File: config.mk
export PLATFORM = sky130hd
export DESIGN_NAME = bus2_ctrl
export DESIGN_NICKNAME = d
export VERILOG_FILES = /design/src/rtl/bus2_pkg.sv /design/src/rtl/bus2_rst_sync.sv /design/src/rtl/bus2_seq.sv /design/src/rtl/bus2_strobe.sv /design/src/rtl/bus2_rcap.sv /design/src/rtl/bus2_ctrl.sv
export SDC_FILE = /design/constraint.sdc
export NUM_CORES = 1
export LEC_CHECK = 0
export ABC_CLOCK_PERIOD_IN_PS = 1790
export BUFFER_PORTS_ARGS = -buffer_cell sky130_fd_sc_hd__buf_2
export CORE_MARGIN = 5
export CORE_UTILIZATION = 30
export CTS_BUF_LIST = sky130_fd_sc_hd__clkbuf_8
export CTS_CLUSTER_DIAMETER = 80
export DETAILED_ROUTE_END_ITERATION = 8
export GPL_ROUTABILITY_DRIVEN = 0
export PLACE_DENSITY_LB_ADDON = 0.15
export RECOVER_POWER = 50
export REMOVE_ABC_BUFFERS = 1
export SYNTH_ARGS = -nofsm -noshare
export SYNTH_HDL_FRONTEND = slang
export SYNTH_SLANG_ARGS = --single-unit
File: constraint.sdc
create_clock -name clk -period 1.79 [get_ports clk]
set_clock_uncertainty 0.2 [all_clocks]
set_input_delay 0 -clock clk [delete_from_list [all_inputs] [get_ports clk]]
set_output_delay 0 -clock clk [all_outputs]
set_load 0.01 [all_outputs]
File: src/rtl/bus2_pkg.sv
package bus2_pkg;

  typedef enum logic [1:0] {
    PH_IDLE = 2'd0,
    PH_ONE  = 2'd1,
    PH_TWO  = 2'd2
  } phase_e;

endpackage

File: src/rtl/bus2_rst_sync.sv
module bus2_rst_sync #(
  parameter int STAGES = 2
) (
  input  logic clk,
  input  logic rst_n,
  output logic rst_sync_n
);

  logic [STAGES-1:0] sync_q;
  logic [STAGES-1:0] sync_d;

  always_comb begin
    sync_d = {sync_q[STAGES-2:0], 1'b1};
  end

  always_ff @(posedge clk or negedge rst_n) begin
    if (!rst_n) sync_q <= '0;
    else        sync_q <= sync_d;
  end

  assign rst_sync_n = sync_q[STAGES-1];

endmodule

File: src/rtl/bus2_seq.sv
module bus2_seq
  import bus2_pkg::*;
#(
  parameter int ADDR_W = 16,
  parameter int DATA_W = 8
) (
  input  logic              clk,
  input  logic              rst_n,
  input  logic              req_valid,
  input  logic              req_write,
  input  logic [ADDR_W-1:0] req_addr,
  input  logic [DATA_W-1:0] req_wdata,
  output phase_e            phase,
  output logic              xfer_write,
  output logic [DATA_W-1:0] xfer_wdata,
  output logic [ADDR_W-1:0] bus_addr,
  output logic              req_ready,
  output logic              req_done
);

  phase_e            phase_q, phase_d;
  logic              accept;
  logic              done_q, done_d;
  logic              write_q;
  logic [ADDR_W-1:0] addr_q;
  logic [DATA_W-1:0] wdata_q;

  always_comb begin
    accept  = req_valid && (phase_q == PH_IDLE);
    phase_d = phase_q;
    unique case (phase_q)
      PH_IDLE: if (accept) phase_d = PH_ONE;
      PH_ONE:  phase_d = PH_TWO;
      PH_TWO:  phase_d = PH_IDLE;
      default: phase_d = PH_IDLE;
    endcase
    done_d = (phase_q == PH_TWO);
  end

  always_ff @(posedge clk or negedge rst_n) begin
    if (!rst_n) begin
      phase_q <= PH_IDLE;
      done_q  <= 1'b0;
    end else begin
      phase_q <= phase_d;
      done_q  <= done_d;
    end
  end

  always_ff @(posedge clk or negedge rst_n) begin
    if (!rst_n) begin
      write_q <= 1'b0;
      addr_q  <= '0;
      wdata_q <= '0;
    end else if (accept) begin
      write_q <= req_write;
      addr_q  <= req_addr;
      wdata_q <= req_wdata;
    end
  end

  assign phase      = phase_q;
  assign xfer_write = write_q;
  assign xfer_wdata = wdata_q;
  assign bus_addr   = addr_q;
  assign req_ready  = (phase_q == PH_IDLE);
  assign req_done   = done_q;

endmodule

File: src/rtl/bus2_strobe.sv
module bus2_strobe
  import bus2_pkg::*;
#(
  parameter int DATA_W = 8
) (
  input  logic              clk,
  input  logic              rst_n,
  input  phase_e            phase,
  input  logic              xfer_write,
  input  logic [DATA_W-1:0] xfer_wdata,
  output logic              bus_rd_n,
  output logic              bus_wr_n,
  output logic              bus_oe,
  output logic [DATA_W-1:0] bus_dout
);

  logic              enter_two;
  logic              rd_n_q, rd_n_d;
  logic              wr_n_q, wr_n_d;
  logic              drive_q, drive_d;
  logic              trail_q;
  logic [DATA_W-1:0] dout_q;
  logic              dout_en;

  always_comb begin
    enter_two = (phase == PH_ONE);
    rd_n_d    = !(enter_two && !xfer_write);
    wr_n_d    = !(enter_two &&  xfer_write);
    drive_d   = enter_two && xfer_write;
    dout_en   = drive_d;
  end

  always_ff @(posedge clk or negedge rst_n) begin
    if (!rst_n) begin
      rd_n_q  <= 1'b1;
      wr_n_q  <= 1'b1;
      drive_q <= 1'b0;
    end else begin
      rd_n_q  <= rd_n_d;
      wr_n_q  <= wr_n_d;
      drive_q <= drive_d;
    end
  end

  always_ff @(posedge clk or negedge rst_n) begin
    if (!rst_n)       dout_q <= '0;
    else if (dout_en) dout_q <= xfer_wdata;
  end

  // extends the drive half a cycle past the write strobe release
  always_ff @(negedge clk or negedge rst_n) begin
    if (!rst_n) trail_q <= 1'b0;
    else        trail_q <= drive_q;
  end

  assign bus_rd_n = rd_n_q;
  assign bus_wr_n = wr_n_q;
  assign bus_oe   = drive_q | trail_q;
  assign bus_dout = dout_q;

endmodule

File: src/rtl/bus2_rcap.sv
module bus2_rcap
  import bus2_pkg::*;
#(
  parameter int DATA_W = 8
) (
  input  logic              clk,
  input  logic              rst_n,
  input  phase_e            phase,
  input  logic              xfer_write,
  input  logic [DATA_W-1:0] bus_din,
  output logic [DATA_W-1:0] req_rdata
);

  logic              cap_en;
  logic [DATA_W-1:0] rdata_q;

  always_comb begin
    cap_en = (phase == PH_TWO) && !xfer_write;
  end

  always_ff @(negedge clk or negedge rst_n) begin
    if (!rst_n)      rdata_q <= '0;
    else if (cap_en) rdata_q <= bus_din;
  end

  assign req_rdata = rdata_q;

endmodule

File: src/rtl/bus2_ctrl.sv
module bus2_ctrl
  import bus2_pkg::*;
#(
  parameter int ADDR_W     = 16,
  parameter int DATA_W     = 8,
  parameter int RST_STAGES = 2
) (
  input  logic              clk,
  input  logic              rst_n,
  input  logic              req_valid,
  output logic              req_ready,
  input  logic              req_write,
  input  logic [ADDR_W-1:0] req_addr,
  input  logic [DATA_W-1:0] req_wdata,
  output logic [DATA_W-1:0] req_rdata,
  output logic              req_done,
  output logic [ADDR_W-1:0] bus_addr,
  output logic [DATA_W-1:0] bus_dout,
  output logic              bus_oe,
  input  logic [DATA_W-1:0] bus_din,
  output logic              bus_rd_n,
  output logic              bus_wr_n
);

  logic              rst_sync_n;
  phase_e            phase;
  logic              xfer_write;
  logic [DATA_W-1:0] xfer_wdata;

  bus2_rst_sync #(.STAGES(RST_STAGES)) u_rst (
    .clk        (clk),
    .rst_n      (rst_n),
    .rst_sync_n (rst_sync_n)
  );

  bus2_seq #(.ADDR_W(ADDR_W), .DATA_W(DATA_W)) u_seq (
    .clk        (clk),
    .rst_n      (rst_sync_n),
    .req_valid  (req_valid),
    .req_write  (req_write),
    .req_addr   (req_addr),
    .req_wdata  (req_wdata),
    .phase      (phase),
    .xfer_write (xfer_write),
    .xfer_wdata (xfer_wdata),
    .bus_addr   (bus_addr),
    .req_ready  (req_ready),
    .req_done   (req_done)
  );

  bus2_strobe #(.DATA_W(DATA_W)) u_strobe (
    .clk        (clk),
    .rst_n      (rst_sync_n),
    .phase      (phase),
    .xfer_write (xfer_write),
    .xfer_wdata (xfer_wdata),
    .bus_rd_n   (bus_rd_n),
    .bus_wr_n   (bus_wr_n),
    .bus_oe     (bus_oe),
    .bus_dout   (bus_dout)
  );

  bus2_rcap #(.DATA_W(DATA_W)) u_rcap (
    .clk        (clk),
    .rst_n      (rst_sync_n),
    .phase      (phase),
    .xfer_write (xfer_write),
    .bus_din    (bus_din),
    .req_rdata  (req_rdata)
  );

endmodule

==> flow_metrics.py <==
metrics = {
    "synth": {
        "netlist_instances": 104,
        "ys_warn_count": 0,
        "netlist_area_sq_um": 1830,
        "synth_cell_types": 15,
        "synth_seq_cells": 50,
        "ys_seq_area_frac": 0.687,
        "synth.avg_cell_area_sq_um": 17.6,
    },
    "clock_network": {
        "cts.sinks": 50,
        "clk_pin_slew_ps": 80,
        "clkLatencyLatePin_ps": 290,
        "htree_levels": 2,
        "clk_path_buf_depth": 2,
        "cts_inserted_buffers": 5,
        "cts_root_buffer": "clkbuf_8",
        "cts_tree": "yes",
    },
    "layout": {
        "layout_commonest_cell": "buf_2",
        "area_growth_syn_to_layout_pct": 49.8,
        "n_antenna_cell": 0,
        "regArea_sq_um": 1250,
        "fin_cells": 297,
        "fillers": 545,
        "mostFrequentLayoutCells": "buf_2 (46), dfrtp_1 (38), mux2_2 (33)",
        "drive_gt1_frac": 0.500,
        "multiInputGateArea_sq_um": 573,
        "nNetsFinal": 257,
    },
    "pwr": {
        "p_leak_nw": 1.26,
        "max-vdd-ir-drop_v": 0.000516,
        "p_per_area_nw_per_um2": 1250,
    },
    "worst_setup_path": {
        "cp.required_ps": 830,
        "path_cells": "nor3b_4 > buf_6 > mux2_4",
        "path_class": "reg -> reg",
        "path_max_fanout": 8,
        "cp.arrival_ps": 1380,
        "reg2reg_slack_ps": -550,
        "slowest_delay_ps": 410,
        "setup.worst_path.start_class": "flip-flop",
        "end_kind": "flip-flop",
        "cp_slowest_cell": "dfrtp_1",
    },
    "placement": {
        "dp_hpwl_mm": 2.69,
        "post-place-ws_ps": -583,
        "dp_cells": 257,
        "portBuffers": 72,
    },
    "route": {
        "wirelength_mm": 3.86,
        "drc": 0,
        "ant_nets": 0,
        "vias_per_cell": 4.21,
        "dr_total_vias": 1249,
        "drt-initial-drc-count": 16,
        "detail_route.wl_per_cell_um": 13.0,
        "drt_pass1_iterations": 3,
    },
    "timing": {
        "relSlewSlack": 0.509,
        "setup_ws_ps": -550,
        "hold_viol_final": 0,
        "setup_viol": 17,
        "rsz0062_at_grt": "yes",
        "maxSlewViolCount": 0,
        "tightest_slew_ps": 736,
    },
    "grt": {
        "grt_pass1_vias": 1411,
        "antenna_found_initial": 0,
        "grt_max_degree": 30,
        "grt_usage": 0.108,
        "grt-ovfl-total": 0,
        "grt_pass1_wl_mm": 6.44,
    },
    "floorplanning": {
        "dieHeight_um": 88.0,
        "die_x_um": 88.0,
        "fp-row-count": 28,
        "dieArea_sq_um": 7740,
        "initial_core_util": 0.308,
        "io_pins": 73,
        "core_sq_um": 5920,
    },
    "outcome": {
        "failed_checks": "negative setup slack",
        "status": "finished with violations",
    },
    "flow_run": {
        "max_cap_violations": 0,
    },
    "min_path": {
        "hold_class": "reg -> reg",
    },
}
-- layer usage --
metal,part of all wire,up-vias,global-route usage
met5,0,-,0
met4,0.0060,0,0.0377
met3,0.087,2,0.0357
met2,0.51,49,0.192
met1,0.40,607,0.121
li1,-,591,-
-- final timing paths --
kind | from | end | depth (start not counted)
worst max-delay path | u_seq.xfer_write | u_rcap.req_rdata[4] | 3
worst min-delay path | u_rst.sync_q[0] | u_rst.sync_q[1] | 0
worst max register to register | u_seq.xfer_write | u_rcap.req_rdata[4] | 3
worst min register to register | u_rst.sync_q[0] | u_rst.sync_q[1] | 0
max in group asynchronous | u_rst.sync_q[1] | u_rcap.req_rdata[1] | 0
min in group asynchronous | u_rst.sync_q[1] | u_seq.req_done | 1
-- final cells by class --
type / count / area share
multi-input combinational: 50 / 0.210
clock buffer: 6 / 0.0302
clock inverter: 2 / 0.00274
tap: 75 / 0.0343
inverter: 1 / 0.00137
sequential: 50 / 0.459
timing repair buffer: 113 / 0.263
-- critical path: cells and delay by family, from the launching register on --
family                 cells  cell delay [ps]
flip-flops                 1              410
multiplexers               1              310
AND/OR/NAND/NOR            1              200
buffers and inverters      1              180
-- flip-flops by register name, indices dropped and copies added (netlist names), 2 cells and up --
name / count
u_seq.xfer_wdata: 8
u_strobe.bus_dout: 8
u_seq.phase: 2
u_seq.bus_addr: 16
u_rst.sync_q: 2
u_rcap.req_rdata: 8
-- through the flow --
stage | setup TNS, ps | util | power (mW) | hold slack, ps | area, sq um
floorplan | -14830 | - | 2.22 | -496 | 1800
global placement | -4380 | 0.394 | 2.66 | -412 | 2330
detailed placement | -4610 | 0.394 | 2.71 | -406 | 2330
CTS | -5980 | 0.468 | 3.54 | 157 | 2770
global route | -6530 | 0.462 | 3.67 | 177 | 2740
finish | -5690 | 0.462 | 3.42 | 153 | 2740
-- repair_timing --
item                                    4_1_cts  5_1_grt
buffers inserted                              3        1
hold buffers                                 28        0
hold endpoints to repair                     28        0
resized for setup                            11        0
pin swaps                                     2        0
endpoints found under the setup margin       17       17
-- power by group --
group          switching, mW  total [mW]  internal, mW
combinational          0.474        1.12         0.650
clock                  0.327       0.631         0.304
sequential             0.173        1.67          1.49
-- logic make-up (layout without fill, tap and decap cells) --
family	Yosys count	in the layout	synth area share
and+or+nand+nor	8	8	0.0411
buffers and inverters	4	122	0.0171
muxes	41	41	0.253
DFF	50	50	0.687
other	1	1	0.00205
-- synth_stat cells (all sizes together) --
| master | n | area, sq um |
|---|---|---|
| and2b | 1 | 7.51 |
| buf | 3 | 27.5 |
| conb | 1 | 3.75 |
| dfrtn | 9 | 225 |
| dfrtp | 39 | 976 |
| dfstp | 2 | 52.6 |
| inv | 1 | 3.75 |
| mux2 | 41 | 462 |
| nand2b | 1 | 6.26 |
| nand3b | 1 | 7.51 |
| nor2 | 1 | 3.75 |
| nor2b | 1 | 6.26 |
| nor3b | 2 | 37.5 |
| or2 | 1 | 6.26 |
(Power assumes the default switching activity.)
